<file path="config.mk">
export PLATFORM = sky130hd
export DESIGN_NAME = sat_round_narrow
export DESIGN_NICKNAME = d
export VERILOG_FILES = /design/src/rtl/snr_pkg.sv /design/src/rtl/snr_capture.sv /design/src/rtl/snr_decide.sv /design/src/rtl/snr_clamp.sv /design/src/rtl/sat_round_narrow.sv
export SDC_FILE = /design/constraint.sdc
export NUM_CORES = 1
export LEC_CHECK = 0
export ABC_AREA = 0
export BUFFER_PORTS_ARGS = -buffer_cell sky130_fd_sc_hd__buf_2
export CAP_MARGIN = 20
export CORE_MARGIN = 3
export CORE_UTILIZATION = 45
export CTS_CLUSTER_DIAMETER = 120
export DETAILED_ROUTE_END_ITERATION = 6
export PLACE_DENSITY = 0.69
export RECOVER_POWER = 25
export SLEW_MARGIN = 20
export SYNTH_ARGS = -nofsm -noshare
export SYNTH_HDL_FRONTEND = slang
export SYNTH_SLANG_ARGS = --single-unit
</file>
<file path="constraint.sdc">
create_clock -name clk -period 1.85 [get_ports clk]
set_clock_uncertainty 0.15 [all_clocks]
set_input_delay 0.37 -clock clk [delete_from_list [all_inputs] [get_ports clk]]
set_output_delay 0.37 -clock clk [all_outputs]
set_load 0.005 [all_outputs]
</file>
<file path="src/rtl/snr_pkg.sv">
`timescale 1ns/1ps
package snr_pkg;
   typedef enum logic {
      RND_TIES_EVEN = 1'b0,
      RND_TIES_UP   = 1'b1
   } rnd_mode_e;
endpackage

</file>
<file path="src/rtl/snr_capture.sv">
`timescale 1ns/1ps
// First pipeline stage: holds the unrounded wide operand and its mode so the
// rounding carry chain starts from a register rather than from upstream logic.
module snr_capture
   import snr_pkg::*;
#(
   parameter int unsigned W = 16
) (
   input  logic            clk,
   input  logic            rst_n,
   input  logic            valid_i,
   input  rnd_mode_e       mode_i,
   input  logic [W-1:0]    word_i,
   output logic            valid_q,
   output rnd_mode_e       mode_q,
   output logic [W-1:0]    word_q
);
   always_ff @(posedge clk or negedge rst_n) begin
      if (!rst_n) begin
         valid_q <= 1'b0;
         mode_q  <= RND_TIES_EVEN;
         word_q  <= '0;
      end else begin
         valid_q <= valid_i;
         if (valid_i) begin
            mode_q <= mode_i;
            word_q <= word_i;
         end
      end
   end

   // a held word changes only when a new valid sample arrives
   p_hold_r10: assert property (@(posedge clk) disable iff (!rst_n)
      !valid_i |=> $stable(word_q));
endmodule

</file>
<file path="src/rtl/snr_decide.sv">
`timescale 1ns/1ps
// Combinational rounding: split off the discarded bits, form guard/sticky,
// decide the increment per mode and add it to the kept part (one extra bit).
module snr_decide
   import snr_pkg::*;
#(
   parameter int unsigned IN_W = 16,
   parameter int unsigned DROP = 6,
   localparam int unsigned KW  = IN_W - DROP,
   localparam int unsigned SW  = KW + 1
) (
   input  logic [IN_W-1:0] word_i,
   input  rnd_mode_e       mode_i,
   output logic [SW-1:0]   sum_o
);
   logic [KW-1:0] kept;
   logic          guard;
   logic          sticky;
   logic          inc;

   assign kept  = word_i[IN_W-1:DROP];
   assign guard = word_i[DROP-1];

   generate
      if (DROP == 1) begin : g_no_sticky
         assign sticky = 1'b0;
      end else begin : g_sticky
         assign sticky = |word_i[DROP-2:0];
      end
   endgenerate

   always_comb begin
      unique case (mode_i)
         RND_TIES_UP:   inc = guard;
         default:       inc = guard & (sticky | kept[0]);
      endcase
   end

   assign sum_o = {kept[KW-1], kept} + {{KW{1'b0}}, inc};

   // without the half bit nothing is ever added to the kept part
   always_comb begin
      if (!guard) begin
         p_guard_gate_r3: assert (sum_o == {kept[KW-1], kept});
      end
   end
endmodule

</file>
<file path="src/rtl/snr_clamp.sv">
`timescale 1ns/1ps
// Second pipeline stage: range check of the rounded sum, clamp to the output
// limits, register word, strobe and overflow flag together.
module snr_clamp #(
   parameter int unsigned SW    = 11,
   parameter int unsigned OUT_W = 8,
   localparam int unsigned HW   = SW - OUT_W + 1
) (
   input  logic             clk,
   input  logic             rst_n,
   input  logic             valid_i,
   input  logic [SW-1:0]    sum_i,
   output logic             valid_o,
   output logic [OUT_W-1:0] word_o,
   output logic             ovf_o
);
   localparam logic [OUT_W-1:0] MAX_CODE = {1'b0, {(OUT_W-1){1'b1}}};
   localparam logic [OUT_W-1:0] MIN_CODE = {1'b1, {(OUT_W-1){1'b0}}};

   logic [HW-1:0]    head;
   logic             fits;
   logic [OUT_W-1:0] clamped;

   assign head = sum_i[SW-1:OUT_W-1];
   assign fits = (&head) | ~(|head);

   always_comb begin
      if (fits)               clamped = sum_i[OUT_W-1:0];
      else if (sum_i[SW-1])   clamped = MIN_CODE;
      else                    clamped = MAX_CODE;
   end

   always_ff @(posedge clk or negedge rst_n) begin
      if (!rst_n) begin
         valid_o <= 1'b0;
         word_o  <= '0;
         ovf_o   <= 1'b0;
      end else begin
         valid_o <= valid_i;
         word_o  <= clamped;
         ovf_o   <= valid_i & ~fits;
      end
   end

   // the flag only ever accompanies a valid sample
   p_ovf_valid_r8: assert property (@(posedge clk) disable iff (!rst_n)
      ovf_o |-> valid_o);
   // a flagged word is one of the two format limits
   p_ovf_limit_r6: assert property (@(posedge clk) disable iff (!rst_n)
      ovf_o |-> (word_o == MAX_CODE || word_o == MIN_CODE));
   // a flagged word keeps the sign of the rounded sum
   p_ovf_sign_r7: assert property (@(posedge clk) disable iff (!rst_n)
      valid_i && !fits |=> word_o[OUT_W-1] == $past(sum_i[SW-1]));
endmodule

</file>
<file path="src/rtl/sat_round_narrow.sv">
`timescale 1ns/1ps
module sat_round_narrow
   import snr_pkg::*;
#(
   parameter int unsigned IN_INT   = 6,
   parameter int unsigned IN_FRAC  = 10,
   parameter int unsigned OUT_INT  = 4,
   parameter int unsigned OUT_FRAC = 4,
   localparam int unsigned IN_W    = IN_INT + IN_FRAC,
   localparam int unsigned OUT_W   = OUT_INT + OUT_FRAC
) (
   input  logic             clk,
   input  logic             rst_n,
   input  logic             in_valid,
   input  logic [IN_W-1:0]  in_word,
   input  logic             round_mode,
   output logic             out_valid,
   output logic [OUT_W-1:0] out_word,
   output logic             out_ovf
);
   localparam int unsigned DROP = IN_FRAC - OUT_FRAC;
   localparam int unsigned SW   = IN_W - DROP + 1;

   // format constraints checked once at start
   initial begin
      p_frac_order_r1: assert (IN_FRAC > OUT_FRAC)
         else $error("fraction bits must shrink");
      p_int_order_r1: assert (IN_INT >= OUT_INT)
         else $error("integer bits must not grow");
      p_out_width_r1: assert (OUT_W >= 2)
         else $error("output needs sign and magnitude");
   end

   logic            v_q;
   rnd_mode_e       m_q;
   logic [IN_W-1:0] w_q;
   logic [SW-1:0]   sum;

   snr_capture #(.W(IN_W)) u_cap (
      .clk     (clk),
      .rst_n   (rst_n),
      .valid_i (in_valid),
      .mode_i  (rnd_mode_e'(round_mode)),
      .word_i  (in_word),
      .valid_q (v_q),
      .mode_q  (m_q),
      .word_q  (w_q)
   );

   snr_decide #(.IN_W(IN_W), .DROP(DROP)) u_dec (
      .word_i (w_q),
      .mode_i (m_q),
      .sum_o  (sum)
   );

   snr_clamp #(.SW(SW), .OUT_W(OUT_W)) u_clp (
      .clk     (clk),
      .rst_n   (rst_n),
      .valid_i (v_q),
      .sum_i   (sum),
      .valid_o (out_valid),
      .word_o  (out_word),
      .ovf_o   (out_ovf)
   );

   // cycles since reset, so the latency check never looks before reset
   logic [1:0] warm;
   always_ff @(posedge clk or negedge rst_n) begin
      if (!rst_n)          warm <= 2'd0;
      else if (warm != 3)  warm <= warm + 2'd1;
   end

   // strobe comes out exactly two clocks after it went in
   p_latency_r2: assert property (@(posedge clk) disable iff (!rst_n)
      (warm == 2'd3) |-> out_valid == $past(in_valid, 2));
endmodule

</file>
==> summary.txt, run 1 <==
Floorplanning
  – Chip height: 60.47 um
  – IO Pins: 30
  – Starting Density: 0.4800
  – Row cnt: 19
  – Die span in x: 60.47 um
  – Core area: 2781 um^2
  – Die area: 3656 um^2

Timing
  – Worst-Margin Slew: 0.9752 ns
  – Fmax: 541.9 MHz
  – RSZ-0062 raised after global routing: yes
  – Worst slew margin: 0.3499
  – Final setup violation count: 0
  – Max-slew violations: 0
  – Final period util: 0.9976
  – Fin. Hold Viols: 0
  – Post-layout min period: 1.845 ns

Final layout
  – Diode count: 0
  – Final Net Count: 174
  – Fin util: 0.6055
  – Share of cells above drive strength 1: 0.4868
  – Area Growth Syn to Fin: 26.15%
  – Design area: 1684 um^2
  – Non-filler cells, final: 183

Flow run
  – Max capacitance violation total: 0

Synthesis
  – Mapped Nets: 136
  – Syn avg cell area: 11.61 um^2
  – Register area share after synthesis: 0.5248
  – Cell Area, Synth: 1335 um^2
  – Post-synth ARST share: 1.000
  – Synth Instances: 115
  – Post-synth EDFFs: 0
  – Synthesis Warnings: 0
  – Post-synthesis cell type count: 37
  – Synth Flop Type: dfrtp_1
  – Yosys reg bits: 28

Clocking
  – H-tree depth: 1
  – Worst-path clk slew: 0.14 ns
  – Root Buffer: clkbuf_4
  – Clk_lat worst skew: 0.32 ns
  – Bufs on Longest Clock Path: 2
  – Clock Sinks: 28
  – CTS tree: yes
  – Clock buffer count from CTS: 3

Global route
  – Largest net degree at the start of global routing: 29
  – Number of global-route vias before repair: 1013
  – First-pass GRT wire length: 4547 um
  – Initial antenna violation count: 0
  – Total global routing overflow: 0
  – Total Routing Usage GR: 0.1713

Routing
  – Starting DRT DRC Count: 56
  – Initial DRT Pass Iterations: 4
  – DR WL/cell: 15.16 um
  – Vias per inst: 5.628
  – DRC: 0
  – Final WL: 2775 um
  – Antenna-violating nets left: 0
  – DR vias: 1030

Worst setup path
  – RR Startpoint: u_cap.word_q[5]
  – Reg2Reg Setup Slack: 0.005 ns
  – Critical path class: flop to flop
  – Req. time, crit path: 1.91 ns
  – Worst Setup EP: u_clp.word_o[2]
  – Crit end category: flop
  – R2R cell count: 7
  – Critical path launch point type: flop
  – Worst-path fanout max: 5
  – Worst R2R End: u_clp.word_o[2]
  – Crit path DAT: 1.90 ns
  – Crit path from: u_cap.word_q[5]

Placement
  – Post-detail-place hpwl: 1958 um
  – PortBufs: 29
  – Placed Cells: 176
  – Post-placement cell area: 1538 um^2
  – Final GP Congestion: 0.9450

Power and ir drop
  – Switching power: 0.0003611 W
  – Leak: 0.7276 nW
  – Net Sw Frac: 0.2739
  – Flop pwr share: 0.551
  – Pint: 0.0009572 W
  – PwrDens: 782.8 nW/um^2
  – Tot Pwr: 0.001318 W
  – Logic pwr share: 0.229
  – Worst VDD drop: 0.5381 mV
  – Clock share of power: 0.220

Min path
  – HP Class: input pin to flop

Outcome
  – Status: finished, final reports clean
-- cell families (layout without fill, tap and decap cells) --
family	Yosys count	after routing	share of synthesized area
adder cells (fa/ha/maj)	1	1	0.009371
multiplexers	18	18	0.1528
buffers and inverters	11	48	0.04779
AO/OA/AOI/OAI	28	28	0.1397
XOR/XNOR	4	4	0.02625
AND/OR/NAND/NOR	25	25	0.09935
flip-flops	28	28	0.5248
-- power by group through the flow --
stage / clock network (W) / logic [W] / registers (W)
after global routing: 0.000336 / 0.000332 / 0.000735
final: 0.000290 / 0.000302 / 0.000726
after CTS: 0.000312 / 0.000289 / 0.000724
after detailed placement: 0 / 0.000265 / 0.000734
after global placement: 0 / 0.000258 / 0.000731
after floorplan: 0 / 0.000163 / 0.000729
-- state kept, by name, summed over array words and instances (netlist names) --
signal         cells
u_cap.mode_q       1
u_cap.valid_q      1
u_cap.word_q      16
u_clp.ovf_o        1
u_clp.valid_o      1
u_clp.word_o       8
-- synth_stat cells, types with 3 or more instances --
| library cell | number | share of area |
|---|---|---|
| mux2_2 | 15 | 0.13 |
| nand3_1 | 5 | 0.019 |
| nor2_1 | 6 | 0.017 |
| o21ai_0 | 3 | 0.011 |
| buf_2 | 3 | 0.011 |
| a21oi_1 | 11 | 0.041 |
| nand2_1 | 5 | 0.014 |
| inv_1 | 4 | 0.011 |
| dfrtp_1 | 28 | 0.52 |
-- worst max-delay path, stage by stage (launching register included) --
cell and delay [ns]:
dfrtp_1 0.41, and2_4 0.17, ha_4 0.17, a21o_4 0.20, mux2i_4 0.17, a41oi_2 0.17
o311ai_4 0.17, a21oi_1 0.11
-- area by class of cell --
type	count	area, um^2
multi-input combinational	76	660.6
fill	231	1097
tap	31	38.79
timing repair buffer	40	232.7
sequential	28	700.7
clock buffer	4	36.28
inverter	4	15.01
-- per-layer routing --
layer / routed length, um / GRT usage
met5: 0 / 0
met1: 1135 / 0.2086
met2: 1369 / 0.2932
met3: 204 / 0.02979
met4: 65 / 0.08359
-- how the worst min path moves through the flow --
| stage | startpoint | end | depth (start not counted) |
|---|---|---|---|
| 6_report | in_word[15] | u_cap.word_q[15] | 3 |
| 5_1_grt | in_word[15] | u_cap.word_q[15] | 3 |
| 4_1_cts | in_word[15] | u_cap.word_q[15] | 3 |
| 3_5_place_dp | u_cap.valid_q | u_clp.valid_o | 0 |
| 3_3_place_gp | u_cap.valid_q | u_clp.valid_o | 0 |
| 2_1_floorplan | rst_n | u_cap.mode_q | 0 |
-- repair_timing --
item / CTS / global route
pin swaps: 8 / 5
resized for setup: 10 / 6
endpoints found under the setup margin: 8 / 8
hold buffers: 1 / 0
buffers inserted: 3 / 0
endpoints found under the hold margin: 28 / 0
-- through the flow --
stage | hold WS [ns] | TNS, ns | setup WS, ns
floorplan | -0.07559 | 0 | 0.01765
global placement | 0.2173 | 0 | 0.01732
detailed placement | 0.2173 | -0.6528 | -0.1120
CTS | 0.08027 | 0 | 0.004416
global route | 0.08017 | -0.2931 | -0.05258
finish | 0.1037 | 0 | 0.004528
-- placed cells by master, fill, tap and decap left out, types with 4 or more instances in the layout --
cell type and n:
dfrtp_1 28, inv_1 4, a21oi_1 9, nand2_1 5
nand3_1 4, nor2_1 5, mux2_2 14, buf_2 28
buf_4 9
No activity file was read; power rests on OpenSTA's default activity.
==> run 2, diff against run 1 <==
CELL_PAD_IN_SITES_DETAIL_PLACEMENT = 1   (was default)
CELL_PAD_IN_SITES_GLOBAL_PLACEMENT = 2   (was default)
CORE_MARGIN = 10   (was 3)
CORE_UTILIZATION = 30   (was 45)
PLACE_DENSITY = 0.71   (was 0.69)
==> summary.txt, run 2 (synthesis gave the netlist of run 1 again) <==
Clocking
  – CTS tree: yes
  – Clk_lat worst skew: 0.27 ns (-0.05 ns)
  – Root Buffer: clkbuf_8
  – Worst-path clk slew: 0.10 ns (-0.04 ns)
  – Bufs on Longest Clock Path: 2 (unchanged)
  – Clock buffer count from CTS: 3 (unchanged)
  – H-tree depth: 1 (unchanged)
  – Clock Sinks: 28 (unchanged)

Routing
  – Antenna-violating nets left: 0 (unchanged)
  – Initial DRT Pass Iterations: 3 (-1)
  – DRC: 0 (unchanged)
  – DR WL/cell: 16.02 um (+5.6%)
  – Starting DRT DRC Count: 16 (-71%)
  – Final WL: 3396 um (+22%)
  – Vias per inst: 4.995 (-11%)
  – DR vias: 1059 (+2.8%)

Timing
  – Final Hold Slack: 0.1547 ns (+0.05107 ns)
  – Worst-Margin Slew: 1.013 ns (+0.03816 ns)
  – Final setup violation count: 0 (unchanged)
  – Post-layout min period: 1.843 ns (-0.002181 ns)
  – Max-slew violations: 0 (unchanged)
  – RSZ-0062 raised after global routing: yes
  – Final worst slack: 0.006709 ns (+0.002181 ns)
  – Fmax: 542.5 MHz (+0.12%)
  – Setup TNS: 0 ns (unchanged)
  – Worst slew margin: 0.3244 (-0.02544)
  – Final period util: 0.9964 (-0.001179)
  – Fin. Hold Viols: 0 (unchanged)

Final layout
  – Share of cells above drive strength 1: 0.5563 (+0.06941)
  – Most common cell after layout, fill and taps aside: buf_2
  – Fin util: 0.4239 (-0.1816)
  – Most frequent cells in the layout: buf_2, dfrtp_1, buf_4
  – Diode count: 0 (unchanged)
  – Design area: 1833 um^2 (+8.8%)
  – Number of flip-flops in the largest register: 16 (unchanged)
  – Biggest regs: u_cap.word_q (16), u_clp.word_o (8)
  – Final Net Count: 182 (+4.6%)
  – Layout fillers: 470 (+100%)
  – Area Growth Syn to Fin: 37.30%
  – Reg with most FFs: u_cap.word_q

Power and ir drop
  – Logic pwr share: 0.214 (-0.015)
  – Switching power: 0.0004047 W (+12%)
  – Clock share of power: 0.315 (+0.095)
  – Worst VDD drop: 0.3542 mV (-34%)
  – Pint: 0.001143 W (+19%)
  – Leak: 0.7878 nW (+8.3%)
  – Net Sw Frac: 0.2615 (-0.01243)
  – PwrDens: 844.5 nW/um^2 (+7.9%)
  – Flop pwr share: 0.471 (-0.080)

Floorplanning
  – Die area: 7519 um^2 (+110%)
  – Core area: 4324 um^2 (+55%)
  – Chip height: 86.71 um (+43%)
  – IO Pins: 30 (unchanged)
  – Starting Density: 0.3087 (-0.1712)
  – Row cnt: 24 (+5)
  – Die span in x: 86.71 um (+43%)

Worst setup path
  – Worst-path fanout max: 5 (unchanged)
  – Critical path class: flop to flop
  – Crit end category: flop
  – Req. time, crit path: 1.85 ns (-0.06 ns)
  – Critical path launch point type: flop
  – Crit path DAT: 1.84 ns (-0.06 ns)

Outcome
  – Status: finished, final reports clean

Min path
  – HP Class: input pin to flop

Global route
  – Total Routing Usage GR: 0.09117 (-0.08008)
  – Largest net degree at the start of global routing: 29 (unchanged)
  – Number of global-route vias before repair: 1139 (+12%)
  – Initial antenna violation count: 0 (unchanged)
  – First-pass GRT wire length: 5609 um (+23%)
  – Total global routing overflow: 0 (unchanged)

Placement
  – Final GP Congestion: 0.8091 (-14%)
  – Post-detail-place hpwl: 2518 um (+29%)
  – Post-place setup slack: -0.1214 ns (-0.009427 ns)
  – Post-placement cell area: 1602 um^2 (+4.2%)
  – PortBufs: 29 (unchanged)

Flow run
  – Max capacitance violation total: 0 (unchanged)
==> run 2: worst max-delay path: stages (launching register included) <==
cell	delay [ns]
dfrtp_1	0.41
and2_4	0.17
ha_4	0.17
nand2_1	0.20
a21oi_1	0.14
o311ai_4	0.37
a21oi_1	0.11
==> run 2: area by class of cell <==
| type | instances | area (um^2) | share of cell area |
|---|---|---|---|
| sequential | 28 | 701.9 | 0.3829 |
| multi-input combinational | 76 | 690.7 | 0.3768 |
| timing repair buffer | 48 | 289.0 | 0.1577 |
| tap | 52 | 65.06 | 0.03549 |
| clock buffer | 3 | 41.29 | 0.02253 |
| clock inverter | 1 | 30.03 | 0.01638 |
| inverter | 4 | 15.01 | 0.008191 |
==> run 2: timing repair <==
| item | 4_1_cts | 5_1_grt |
|---|---|---|
| hold endpoints to repair | 28 | 0 |
| hold buffers | 1 | 0 |
| resized for setup | 9 | 14 |
| gates cloned | 0 | 0 |
| buffers inserted | 1 | 4 |
| endpoints found under the setup margin | 8 | 8 |
| pin swaps | 7 | 14 |
==> run 2: path summary, 6_finish.rpt <==
path	from	end	slack, ns	cells after the start
min	in_word[14]	u_cap.word_q[14]	0.15	3
max	u_cap.word_q[6]	u_clp.word_o[0]	0.007	6
max reg2reg	u_cap.word_q[6]	u_clp.word_o[0]	0.007	6
min in group asynchronous	rst_n	u_clp.word_o[2]	0.48	2
max in group asynchronous	rst_n	u_cap.word_q[11]	0.62	2
min reg2reg	u_cap.valid_q	u_clp.valid_o	0.24	0
==> run 2: routing by layer <==
metal,track usage,share of wire,vias to the layer above
met5,0,0,-
met4,0.02946,0.0056,0
met3,0.03752,0.073,4
met2,0.1470,0.47,24
met1,0.1072,0.45,523
li1,-,-,508
==> run 2: power groups by stage <==
stage / Combinational [W] / Sequential (W) / Clock (W)
finish: 0.000331 / 0.000729 / 0.000488
global route: 0.000369 / 0.000741 / 0.000536
CTS: 0.000305 / 0.000729 / 0.000504
detailed placement: 0.000285 / 0.000738 / 0
global placement: 0.000278 / 0.000734 / 0
floorplan: 0.000163 / 0.000729 / 0
==> run 2: stage by stage <==
| stage | power [W] | cells |
|---|---|---|
| finish | 0.001548 | 212 |
| global route | 0.001646 | 212 |
| CTS | 0.001538 | 208 |
| detailed placement | 0.001023 | 202 |
| global placement | 0.001012 | 202 |
| floorplan | 0.0008921 | 115 |
==> run 3, diff against run 2 <==
GPL_TIMING_DRIVEN = 0   (was default)
==> summary.txt, run 3 (synthesis gave the netlist of run 1 again) <==
Final layout
  – Most common cell after layout, fill and taps aside: buf_2
  – Most frequent cells in the layout: buf_2, dfrtp_1, mux2_2
  – Number of flip-flops in the largest register: 16 (unchanged)
  – Biggest regs: u_cap.word_q (16), u_clp.word_o (8)
  – Share of cells above drive strength 1: 0.5385 (-0.01779)
  – Fin util: 0.4178 (-0.006076)
  – Reg with most FFs: u_cap.word_q
  – Area Growth Syn to Fin: 35.33%
  – Diode count: 0 (unchanged)
  – Final Net Count: 178 (-2.2%)

Worst setup path
  – Critical path class: flop to flop
  – Crit end category: flop
  – Crit path DAT: 1.89 ns (+0.05 ns)
  – Critical path launch point type: flop
  – Worst-path fanout max: 6 (+1)
  – Req. time, crit path: 1.86 ns (about the same)

Timing
  – Fmax: 530.6 MHz (-2.2%)
  – Worst slew margin: 0.5827 (+0.2583)
  – Fin. Hold Viols: 0 (unchanged)
  – Worst-Margin Slew: 0.6259 ns (-0.3874 ns)
  – Final period util: 1.019 (+0.02242)
  – Final setup violation count: 5 (+5)
  – Post-layout min period: 1.885 ns (+0.04148 ns)
  – RSZ-0062 raised after global routing: yes
  – Max-slew violations: 0 (unchanged)
  – Final worst slack: -0.03478 ns (-0.04148 ns)

Power and ir drop
  – Tot Pwr: 0.001554 W (+0.36%)
  – Worst VDD drop: 0.3170 mV (-11%)
  – PwrDens: 859.9 nW/um^2 (+1.8%)
  – Leak: 0.7522 nW (-4.5%)

Global route
  – Met1 global-route usage: 0.1128 (+0.005650)
  – Total Routing Usage GR: 0.09564 (+0.004470)
  – Total global routing overflow: 0 (unchanged)
  – Largest net degree at the start of global routing: 29 (unchanged)
  – M2 GR Usage: 0.1577 (+0.01074)
  – M3 GR Usage: 0.03283 (-0.004690)
  – Number of global-route vias before repair: 1164 (+2.2%)
  – Gr busiest metal: met2
  – Initial antenna violation count: 0 (unchanged)
  – First-pass GRT wire length: 5878 um (+4.8%)

Placement
  – Final GP Congestion: 0.7844 (-3.1%)
  – Post-place setup slack: -0.2276 ns (-0.1062 ns)
  – Post-detail-place hpwl: 2452 um (-2.6%)
  – PortBufs: 29 (unchanged)

Routing
  – DRC: 0 (unchanged)
  – DR WL/cell: 16.64 um (+3.9%)
  – DR vias: 1047 (-1.1%)
  – Vias per inst: 5.034 (+0.77%)
  – Antenna-violating nets left: 0 (unchanged)
  – Final WL: 3462 um (+1.9%)
  – Initial DRT Pass Iterations: 4 (+1)
  – Starting DRT DRC Count: 43 (+27)

Clocking
  – Clk_lat worst skew: 0.28 ns (about the same)
  – CTS tree: yes
  – Root Buffer: clkbuf_8
  – Bufs on Longest Clock Path: 2 (unchanged)
  – Worst-path clk slew: 0.10 ns (about the same)
  – Clock Sinks: 28 (unchanged)
  – H-tree depth: 1 (unchanged)
  – Clock buffer count from CTS: 3 (unchanged)

Floorplanning
  – Core area: 4324 um^2 (unchanged)
  – Starting Density: 0.3087 (unchanged)
  – IO Pins: 30 (unchanged)
  – Chip height: 86.71 um (unchanged)
  – Die area: 7519 um^2 (unchanged)
  – Row cnt: 24 (unchanged)
  – Die span in x: 86.71 um (unchanged)

Outcome
  – Failing checks: negative setup slack
  – Status: finished, violations left

Min path
  – HP Class: input pin to flop

Flow run
  – Max capacitance violation total: 0 (unchanged)
run 3: final cells by class:
type | count | area (um^2)
clock inverter | 1 | 30.03
multi-input combinational | 76 | 698.2
tap | 52 | 65.06
timing repair buffer | 38 | 219.0
buffer | 6 | 33.78
clock buffer | 3 | 41.29
fill | 483 | 2517
inverter | 4 | 15.01
sequential | 28 | 704.4
run 3: layer usage:
| metal | share of wire | routed length (um) |
|---|---|---|
| met5 | 0 | 0 |
| met4 | 0.013 | 44 |
| met3 | 0.063 | 217 |
| met2 | 0.49 | 1680 |
| met1 | 0.44 | 1519 |
run 3: metrics by stage:
stage / TNS, ns / instance area (um^2) / hold WS, ns / instances
3_5_place_dp: -2.536 / 1553 / 0.2309 / 196
3_3_place_gp: -2.437 / 1553 / 0.2217 / 196
5_1_grt: -0.5365 / 1807 / 0.03591 / 208
6_report: -0.09770 / 1807 / 0.05348 / 208
4_1_cts: -0.007693 / 1709 / 0.05254 / 203
2_1_floorplan: 0 / 1343 / -0.07559 / 115
run 3: power by group:
group / switching [W] / internal, W / leakage, nW
clock: 0.000206 / 0.000290 / 0.0357
combinational: 0.000164 / 0.000169 / 0.394
sequential: 0.0000450 / 0.000680 / 0.323
total: 0.000415 / 0.00114 / 0.752
run 3: critical path, stage by stage, from the launching register on:
cell and delay (ns):
dfrtp_1 0.42, and2_4 0.18, ha_4 0.18, a21o_4 0.21, mux2i_4 0.16, a41oi_2 0.16
o311ai_4 0.16, a21oi_1 0.12
run 3: path summary, 6_finish.rpt:
check | startpoint | to | slack (ns) | cells past startpoint
max | u_cap.word_q[6] | u_clp.word_o[4] | -0.03 | 7
min | in_valid | u_cap.valid_q | 0.05 | 1
max reg2reg | u_cap.word_q[6] | u_clp.word_o[4] | -0.03 | 7
min reg2reg | u_cap.valid_q | u_clp.valid_o | 0.25 | 0
max in group asynchronous | rst_n | u_cap.word_q[10] | 0.63 | 2
min in group asynchronous | rst_n | u_clp.word_o[3] | 0.48 | 2
run 3: repair_timing:
item                       4_1_cts  5_1_grt
setup endpoints to repair        8        8
cloned                           0        0
hold endpoints to repair        28        0
gates resized for setup         12       16
hold buffers                     1        0
pin swaps                        8       12
buffers inserted                 2        6
